### src/rtl/wig_pkg.sv
package wig_pkg;
   typedef enum logic [2:0] {
      K_NORSP     = 3'd0,
      K_VIC_DIRTY = 3'd1,
      K_VIC_CLEAN = 3'd2,
      K_RD_VIC    = 3'd3,
      K_RD_PLAIN  = 3'd4
   } kind_e;
endpackage

### src/rtl/wig_ocnt.sv
// Saturating outstanding-command counter with a programmable limit.
module wig_ocnt #(
   parameter int LIM_W    = 3,
   parameter bit ZERO_OFF = 1'b1
) (
   input  logic             clk,
   input  logic             rst_n,
   input  logic [LIM_W-1:0] lim,
   input  logic             inc,
   input  logic             dec,
   output logic [LIM_W:0]   cnt,
   output logic             full,
   output logic             undf
);
   localparam int CNT_W = LIM_W + 1;

   logic [CNT_W-1:0] cnt_q;
   logic             at_lim;
   logic             at_max;
   logic             at_zero;

   if (LIM_W < 1 || LIM_W > 12) begin : g_bad_w
      $error("wig_ocnt: LIM_W out of range");
   end

   // The parameter picks whether a zero limit means "off" or "block all".
   if (ZERO_OFF) begin : g_zero_off
      assign at_lim = (lim != '0) && (cnt_q >= {1'b0, lim});
   end else begin : g_zero_blk
      assign at_lim = (cnt_q >= {1'b0, lim});
   end

   assign at_max  = (cnt_q == '1);
   assign at_zero = (cnt_q == '0);
   assign full    = at_lim || at_max;
   assign undf    = dec && !inc && at_zero;
   assign cnt     = cnt_q;

   always_ff @(posedge clk) begin
      if (!rst_n) begin
         cnt_q <= '0;
      end else if (inc && !dec && !at_max) begin
         cnt_q <= cnt_q + 1'b1;
      end else if (dec && !inc && !at_zero) begin
         cnt_q <= cnt_q - 1'b1;
      end
   end
endmodule

### src/rtl/wig_decode.sv
// Per-class grant and count-update decode.
module wig_decode
   import wig_pkg::*;
(
   input  logic       req_vld,
   input  logic [2:0] req_kind,
   input  logic       pair_en,
   input  logic       ack_inh,
   input  logic       vic_full,
   input  logic       ack_full,
   output logic       gnt_vic,
   output logic       gnt_rdvic,
   output logic       gnt_rd,
   output logic       acc,
   output logic       vic_inc,
   output logic       ack_inc
);
   logic ok;
   logic uses_vic;
   logic uses_ack;

   assign gnt_vic   = !vic_full && !ack_full;
   assign gnt_rd    = !ack_full;
   assign gnt_rdvic = !(pair_en && vic_full) && (ack_inh || !ack_full);

   always_comb begin
      ok       = 1'b1;
      uses_vic = 1'b0;
      uses_ack = 1'b0;
      case (req_kind)
         K_VIC_DIRTY, K_VIC_CLEAN: begin
            ok       = gnt_vic;
            uses_vic = 1'b1;
            uses_ack = 1'b1;
         end
         K_RD_VIC: begin
            ok       = gnt_rdvic;
            uses_ack = !ack_inh;
         end
         K_RD_PLAIN: begin
            ok       = gnt_rd;
            uses_ack = 1'b1;
         end
         default: begin
            ok = 1'b1;
         end
      endcase
   end

   assign acc     = req_vld && ok;
   assign vic_inc = acc && uses_vic;
   assign ack_inc = acc && uses_ack;
endmodule

### src/rtl/wig_issue_gate.sv
// Outstanding victim / acknowledge command throttle.
module wig_issue_gate #(
   parameter int VIC_LIM_W     = 3,
   parameter int ACK_LIM_W     = 5,
   parameter bit ZERO_DISABLES = 1'b1
) (
   input  logic                 clk,
   input  logic                 rst_n,
   input  logic [VIC_LIM_W-1:0] cfg_vic_lim,
   input  logic [ACK_LIM_W-1:0] cfg_ack_lim,
   input  logic                 cfg_pair_en,
   input  logic                 cfg_ack_inh,
   input  logic                 req_vld,
   input  logic [2:0]           req_kind,
   input  logic                 vic_done,
   input  logic                 ack_done,
   output logic                 gnt_vic,
   output logic                 gnt_rdvic,
   output logic                 gnt_rd,
   output logic                 req_acc,
   output logic                 vic_stall,
   output logic                 ack_stall,
   output logic [VIC_LIM_W:0]   vic_outstanding,
   output logic [ACK_LIM_W:0]   ack_outstanding,
   output logic                 err_underflow
);
   localparam int VCNT_W = VIC_LIM_W + 1;
   localparam int ACNT_W = ACK_LIM_W + 1;

   logic              vic_inc, ack_inc;
   logic              vic_full, ack_full;
   logic              vic_undf, ack_undf;
   logic              err_q;
   logic [VCNT_W-1:0] vic_cnt;
   logic [ACNT_W-1:0] ack_cnt;

   if (VIC_LIM_W < 1 || ACK_LIM_W < VIC_LIM_W) begin : g_bad_cfg
      $error("wig_issue_gate: acknowledge limit must be at least as wide as victim limit");
   end

   wig_decode u_dec (
      .req_vld   (req_vld),
      .req_kind  (req_kind),
      .pair_en   (cfg_pair_en),
      .ack_inh   (cfg_ack_inh),
      .vic_full  (vic_full),
      .ack_full  (ack_full),
      .gnt_vic   (gnt_vic),
      .gnt_rdvic (gnt_rdvic),
      .gnt_rd    (gnt_rd),
      .acc       (req_acc),
      .vic_inc   (vic_inc),
      .ack_inc   (ack_inc)
   );

   wig_ocnt #(.LIM_W(VIC_LIM_W), .ZERO_OFF(ZERO_DISABLES)) u_vic (
      .clk  (clk),
      .rst_n(rst_n),
      .lim  (cfg_vic_lim),
      .inc  (vic_inc),
      .dec  (vic_done),
      .cnt  (vic_cnt),
      .full (vic_full),
      .undf (vic_undf)
   );

   wig_ocnt #(.LIM_W(ACK_LIM_W), .ZERO_OFF(ZERO_DISABLES)) u_ack (
      .clk  (clk),
      .rst_n(rst_n),
      .lim  (cfg_ack_lim),
      .inc  (ack_inc),
      .dec  (ack_done),
      .cnt  (ack_cnt),
      .full (ack_full),
      .undf (ack_undf)
   );

   always_ff @(posedge clk) begin
      if (!rst_n) begin
         err_q <= 1'b0;
      end else if (vic_undf || ack_undf) begin
         err_q <= 1'b1;
      end
   end

   assign vic_stall       = vic_full;
   assign ack_stall       = ack_full;
   assign vic_outstanding = vic_cnt;
   assign ack_outstanding = ack_cnt;
   assign err_underflow   = err_q;
endmodule

### config.mk
export PLATFORM = sky130hd
export DESIGN_NAME = wig_issue_gate
export DESIGN_NICKNAME = d
export VERILOG_FILES = /design/src/rtl/wig_pkg.sv /design/src/rtl/wig_ocnt.sv /design/src/rtl/wig_decode.sv /design/src/rtl/wig_issue_gate.sv
export SDC_FILE = /design/constraint.sdc
export NUM_CORES = 1
export LEC_CHECK = 0
export ABC_AREA = 0
export BUFFER_PORTS_ARGS = -buffer_cell sky130_fd_sc_hd__buf_2
export CAP_MARGIN = 20
export CORE_MARGIN = 3
export CORE_UTILIZATION = 51
export DETAILED_ROUTE_END_ITERATION = 7
export PLACE_DENSITY = 0.83
export SYNTH_ARGS = -nofsm -noshare
export SYNTH_HDL_FRONTEND = slang
export SYNTH_SLANG_ARGS = --single-unit
### constraint.sdc
create_clock -name clk -period 4.42 [get_ports clk]
set_clock_uncertainty 0.1 [all_clocks]
set_input_delay 0.884 -clock clk [delete_from_list [all_inputs] [get_ports clk]]
set_output_delay 0.884 -clock clk [all_outputs]
set_load 0.02 [all_outputs]
==> results of run 1 <==
==> cell type report <==
type | count | area (um2)
clock buffers | 4 | 26.3
fillers | 190 | 691
inverters | 17 | 63.8
multi-input cells | 109 | 837
flip-flops and latches | 11 | 220
well taps | 27 | 33.8
repair buffers | 34 | 170
==> cell usage after synthesis (2+ instances only) <==
cell      instances  area [um2]
o21ai_0           2        10.0
nor3_1            3        15.0
mux2i_1           8        80.1
fa_1              2        40.0
buf_2             2        10.0
and4_1            2        17.5
nand2b_1          3        18.8
nor2_1            5        18.8
inv_1            16        60.1
a21oi_1           7        35.0
nor4_1            3        18.8
o21bai_1          2        15.0
a21o_1            3        22.5
clkbuf_1          3        11.3
nand3_1           7        35.0
nand2_1          16        60.1
ha_1             14         175
and2_1            2        12.5
xnor2_1           6        52.6
nand4_1           2        12.5
a211oi_2          2        25.0
dfxtp_1          11         220
==> metal layers <==
layer / GRT usage (%) / up-vias / part of all wire (%)
met2: 32.7 / 27 / 47
met1: 25.2 / 507 / 47
met3: 4.16 / 6 / 4.9
met4: 5.96 / 0 / 1.2
li1: - / 567 / -
met5: 0 / - / 0
==> stage by stage <==
| step | hold WS, ns | power, mW |
|---|---|---|
| finish | 0.433 | 1.08 |
| global placement | 0.417 | 0.978 |
| floorplan | 0.483 | 0.823 |
| global route | 0.476 | 1.17 |
| detailed placement | 0.424 | 1.01 |
| CTS | 0.441 | 1.08 |
==> worst min path at each step <==
stage | startpoint | end | slack (ns) | depth (start not counted)
floorplan | u_ack.cnt[2]$_SDFFE_PN0P_ | u_ack.cnt[2]$_SDFFE_PN0P_ | 0.48 | 2
global placement | u_ack.cnt[5]$_SDFFE_PN0P_ | u_ack.cnt[5]$_SDFFE_PN0P_ | 0.42 | 2
detailed placement | err_underflow$_SDFFE_PN0P_ | err_underflow$_SDFFE_PN0P_ | 0.42 | 2
CTS | u_ack.cnt[5]$_SDFFE_PN0P_ | u_ack.cnt[5]$_SDFFE_PN0P_ | 0.44 | 2
global route | err_underflow$_SDFFE_PN0P_ | err_underflow$_SDFFE_PN0P_ | 0.48 | 2
finish | u_ack.cnt[5]$_SDFFE_PN0P_ | u_ack.cnt[5]$_SDFFE_PN0P_ | 0.43 | 2
==> power breakdown <==
part / total, mW / switching [mW] / internal, mW
Sequential: 0.225 / 0.0777 / 0.147
Clock: 0.0697 / 0.0347 / 0.0349
Combinational: 0.782 / 0.441 / 0.340
==> cell families after synthesis <==
group                      Yosys count
buffers and inverters               23
xor gates and xnor gates             7
muxes                                8
AOI/OAI and AO/OA                   30
DFF                                 11
and+or+nand+nor                     48
adders and majority gates           16
==> sequential cells by signal (all words and copies together) (netlist names) <==
| name | cells |
|---|---|
| u_vic.cnt | 4 |
| u_ack.cnt | 6 |
| err_underflow | 1 |
==> worst min-delay path, stage by stage, from the launching register on <==
cell	delay, ns
dfxtp_1	0.36
nand2_1	0.07
mux2i_1	0.06
==> flow_summary_export.csv, run 1 <==
group,metric,value,unit
route,drtIter0Drc,16,
sta,rsz0062_at_grt,"false",
setup_path,endpoint,"u_ack.cnt[5]$_SDFFE_PN0P_",
layout,final_common_cell,"buf_2",
layout,layout_common_cells,"buf_2 (34), inv_1 (16), nand2_1 (16)",
cts,clkTransAtPathRegs,0.08,ns
grt,grt-ovfl-total,0,
cts,numCtsBuffers,3,
setup_path,critPathArrivalTime,4.23,ns
layout,syn2layout_area_growth,17.1,%
grt,grt_max_degree,19,
cts,clk_latency,0.27,ns
power,power.leakage,0.713,nW
die,std_cell_rows,16,
route,vias,1107,
setup_path,rr_endpoint,"u_ack.cnt[5]$_SDFFE_PN0P_",
synth,netlist_area,0.00115,mm2
setup_path,critPathMaxFanout,5,
placement,dpl_cell_area,0.00133,mm2
synth,ys_ff_latch,11,
sta,timing.fmax,243,MHz
route,wire_per_inst,12.6,um
route,drc,0,
grt,grt_pass1_vias,977,
synth,synth_top_family_by_area,"simple AND/OR/NAND/NOR gates",
sta,timing.final.hold_violations,0,
synth,synth-edff-count,0,
die,die_area,0.00287,mm2
die,floorplan.initialDensity,56.5,%
layout,design_area,0.00135,mm2
setup_path,path_cells,"buf_2, inv_1, ha_1, a211o_1, a31oi_2, o21ai_2, a32oi_2, a32oi_1, a211oi_2, inv_1, ha_1, a21o_1, a21oi_1, o21bai_1, a21oi_1, inv_1, a2bb2oi_1, mux2i_1",
synth,synth.mux.area_fraction,6.94,%
cts,cts-resized-gates,0,
setup_path,start_kind,"input pin",
synth,syn_nets,177,
setup_path,critPathCaptureType,"register",
die,pin_count,35,
setup_path,crit_path_top_delay_cell,"ha_1",
layout,fin_util,66.2,%
synth,synth_compound_area_share,20.5,%
setup_path,critPathRequiredTime,4.53,ns
setup_path,crit_path_frequent_cell,"inv_1",
die,die_w,53.6,um
placement,routabilityCongestion,0.840,
grt,grt_use_total,19.6,%
synth,synth.avg_cell_area,8.07,um2
placement,place_hpwl,2110,um
setup_path,crit_buf_inv,4,
layout,diodes,0,
grt,grt_pass1_wl,4220,um
synth,synthAdderAreaFrac,18.7,%
cts,holdBufCountCts,0,
sta,setup_ws,0.301,ns
die,die_h,53.6,um
setup_path,worstSetupPathType,"in -> reg",
sta,finalMaxSlewViolations,0,
power,peakVddDrop,445,uV
cts,cts.sink_count,11,
power,power_density,796,mW/mm2
synth,synth_ff_type,"dfxtp_1",
route,dr.pass1.iters,4,
cts,cts_tree,"yes",
setup_path,reg2reg_slack,0.60,ns
setup_path,crit_family,"compound AO/OA/AOI/OAI gates",
route,routed_via_density,5.48,
sta,relSlewSlack,77.7,%
synth,synth_async_sr_flop_share,0,%
sta,worst_pin_slew,0.332,ns
synth,yosysUniqueCellTypes,44,
setup_path,crit_start,"cfg_vic_lim[2]",
cts,h-tree-depth,1,
die,coreArea,0.00204,mm2
route,final_antenna_net_count,0,
cts,cts-root-buf,"clkbuf_4",
min_path,hold_class,"reg -> reg",
setup_path,ff2ff_path_depth,17,
setup_path,r2r-start,"u_ack.cnt[0]$_SDFFE_PN0P_",
job,timing.max_cap.violations,0,
status,outcome,"complete, no violations",
route,wl,2550,um
synth,synth_seq_area_share,19.1,%
setup_path,worst-path-stages,18,
placement,port_buffers,34,
placement,dp_slack,0.0505,ns
synth,synth_xor_xnor_area_share,5.31,%
synth,synthCells,143,
setup_path,max_stage_delay,0.31,ns
cts,cts_setup_buffers,0,
sta,final.setup.tns,0,ns
layout,fin_cells,202,
grt,antenna_found_initial,0,
layout,drive_gt1_share,25.1,%
sta,period_share,93.2,%
sta,setup-violations-final,0,
layout,nets,210,
placement,dp.cells,198,
synth,yosys.area_share.simple,21.1,%
cts,clk_path_buf_depth,2,
synth,synth_warnings,0,
sta,min_period,4.12,ns
(Power assumes the default switching activity.)
==> run 2, diff against run 1 <==
ABC_AREA = 1   (was 0)
CORE_UTILIZATION = 52   (was 51)
PLACE_DENSITY = 0.84   (was 0.83)
SETUP_SLACK_MARGIN = 0.5   (was not set)
==> run 2 against run 1 <==
  * Combinational power decreased by 19%
  * Sequential power decreased by 8%
  * Global-route usage increased by 0.79 points
  * Worst hold slack got worse by 0.070 ns
  * Critical endpoint unchanged
  * Largest power group unchanged
==> flow_summary_export.csv, run 2 <==
group,metric,value,unit
sta,rsz0062_at_grt,"false",
min_path,hold_class,"reg -> reg",
grt,grt_pass1_wl,4580,um
placement,routabilityCongestion,0.818,
synth,synth_most_common_cell,"nand2_1",
synth,synth_warnings,0,
synth,synth-edff-count,0,
synth,netlist_area,0.00122,mm2
layout,syn2layout_area_growth,17.5,%
cts,holdBufCountCts,0,
job,timing.max_cap.violations,0,
cts,cts-root-buf,"clkbuf_4",
setup_path,critPathMaxFanout,7,
layout,fin_util,68.9,%
layout,largest_reg_flops,6,
route,final_antenna_net_count,0,
cts,h-tree-depth,1,
layout,design_area,0.00144,mm2
sta,finalMaxSlewViolations,0,
setup_path,critPathCaptureType,"register",
die,coreArea,0.00208,mm2
sta,worst_pin_slew,0.323,ns
power,power.leakage,0.794,nW
cts,cts_setup_buffers,0,
layout,final_common_cell,"nand2_1",
setup_path,start_kind,"input pin",
synth,synth_top_area_share,18.0,%
cts,cts-resized-gates,0,
grt,antenna_found_initial,0,
synth,synth_seq_area_share,18.0,%
setup_path,critPathRequiredTime,4.52,ns
status,outcome,"complete, no violations",
synth,ys_ff_latch,11,
die,die_w,54.5,um
placement,dp_slack,0.712,ns
sta,min_period,3.48,ns
cts,cts_tree,"yes",
placement,place_hpwl,2270,um
synth,synth_async_sr_flop_share,0,%
layout,nets,249,
sta,relSlewSlack,78.4,%
synth,syn_nets,212,
route,dr.pass1.iters,6,
grt,grt_max_degree,12,
power,finalPower,0.911,mW
cts,cts.sink_count,11,
power,power_density,635,mW/mm2
setup_path,worstSetupPathType,"in -> reg",
die,die_h,54.5,um
cts,clk_latency,0.26,ns
cts,clkTransAtPathRegs,0.07,ns
die,die_area,0.00297,mm2
layout,fill_cells,190,
route,drtIter0Drc,20,
layout,fin_cells,241,
placement,port_buffers,34,
route,routed_via_density,5.15,
sta,setup_ws,0.940,ns
sta,final.setup.tns,0,ns
synth,synth_common_cells,"nand2_1 (35), inv_1 (30), nor2_1 (16)",
cts,clk_path_buf_depth,2,
grt,grt_use_total,20.4,%
grt,grt_pass1_vias,1184,
sta,setup-violations-final,0,
synth,synth_area_leaders,"dfxtp_1 (18%), ha_1 (14%), nand2_1 (11%)",
sta,timing.fmax,287,MHz
layout,regArea,220,um2
route,drc,0,
sta,period_share,78.7,%
placement,dp.cells,237,
die,floorplan.initialDensity,58.7,%
layout,drive_gt1_share,27.6,%
placement,dpl_cell_area,0.00141,mm2
grt,grt-ovfl-total,0,
synth,synthCells,178,
die,std_cell_rows,16,
layout,diodes,0,
die,pin_count,35,
power,peakVddDrop,406,uV
synth,netlist.top_cell.by_area,"dfxtp_1",
synth,yosysUniqueCellTypes,31,
cts,numCtsBuffers,3,
synth,synth.avg_cell_area,6.86,um2
layout,multi_input_area,857,um2
sta,timing.final.hold_violations,0,
synth,synth_ff_type,"dfxtp_1",
route,vias,1240,
setup_path,critPathArrivalTime,3.58,ns
sta,whs,0.363,ns
layout,layout_common_cells,"nand2_1 (35), buf_2 (34), inv_1 (30)",
route,wl,2780,um
route,wire_per_inst,11.5,um
## run 2: report_power, final
part           switching, mW  internal [mW]
logic                  0.394          0.242
clock network         0.0322         0.0348
registers             0.0692          0.138
## run 2: final cells by class
class / count / share of cell area (%)
Multi-Input combinational cell: 131 / 59.7
Timing Repair Buffer: 34 / 11.9
Tap cell: 27 / 2.35
Clock buffer: 4 / 1.83
Sequential cell: 11 / 15.3
Inverter: 34 / 8.89
## run 2: layer usage
layer / track usage [%] / up-vias / share of wire, %
met5: 0 / - / 0
li1: - / 650 / -
met2: 37.6 / 32 / 51
met4: 9.13 / 0 / 1.0
met3: 1.36 / 4 / 4.6
met1: 23.7 / 554 / 43
## run 2: logic make-up after synthesis
group | share of synthesized area [%]
fa+ha+maj | 17.6
xor+xnor | 2.87
flops | 18.0
simple gates | 39.5
compound gates | 10.1
buf+inv | 11.8
## run 2: final timing paths
path | from | to | slack (ns) | depth (start not counted)
worst max-delay path | cfg_ack_lim[3] | u_ack.cnt[5]$_SDFFE_PN0P_ | 0.94 | 25
worst min-delay path | err_underflow$_SDFFE_PN0P_ | err_underflow$_SDFFE_PN0P_ | 0.36 | 2
worst max register to register | u_ack.cnt[0]$_SDFFE_PN0P_ | u_ack.cnt[5]$_SDFFE_PN0P_ | 1.13 | 26
worst min register to register | err_underflow$_SDFFE_PN0P_ | err_underflow$_SDFFE_PN0P_ | 0.36 | 2
## run 2: critical path, stage by stage
cell	delay, ns
buf_2	0.09
inv_1	0.04
ha_1	0.29
nand2_1	0.06
nand2_1	0.06
a21oi_2	0.11
nand2_1	0.08
nand2_2	0.08
nand2_4	0.07
nand2_1	0.09
nand3_2	0.09
nand3_4	0.12
nand4_4	0.16
ha_1	0.38
a21oi_1	0.17
nand2_1	0.11
a21oi_1	0.14
nor2_1	0.05
nor2_1	0.11
inv_1	0.05
nand2_1	0.07
nand3_1	0.08
nand2_1	0.07
inv_1	0.04
nor2_2	0.08
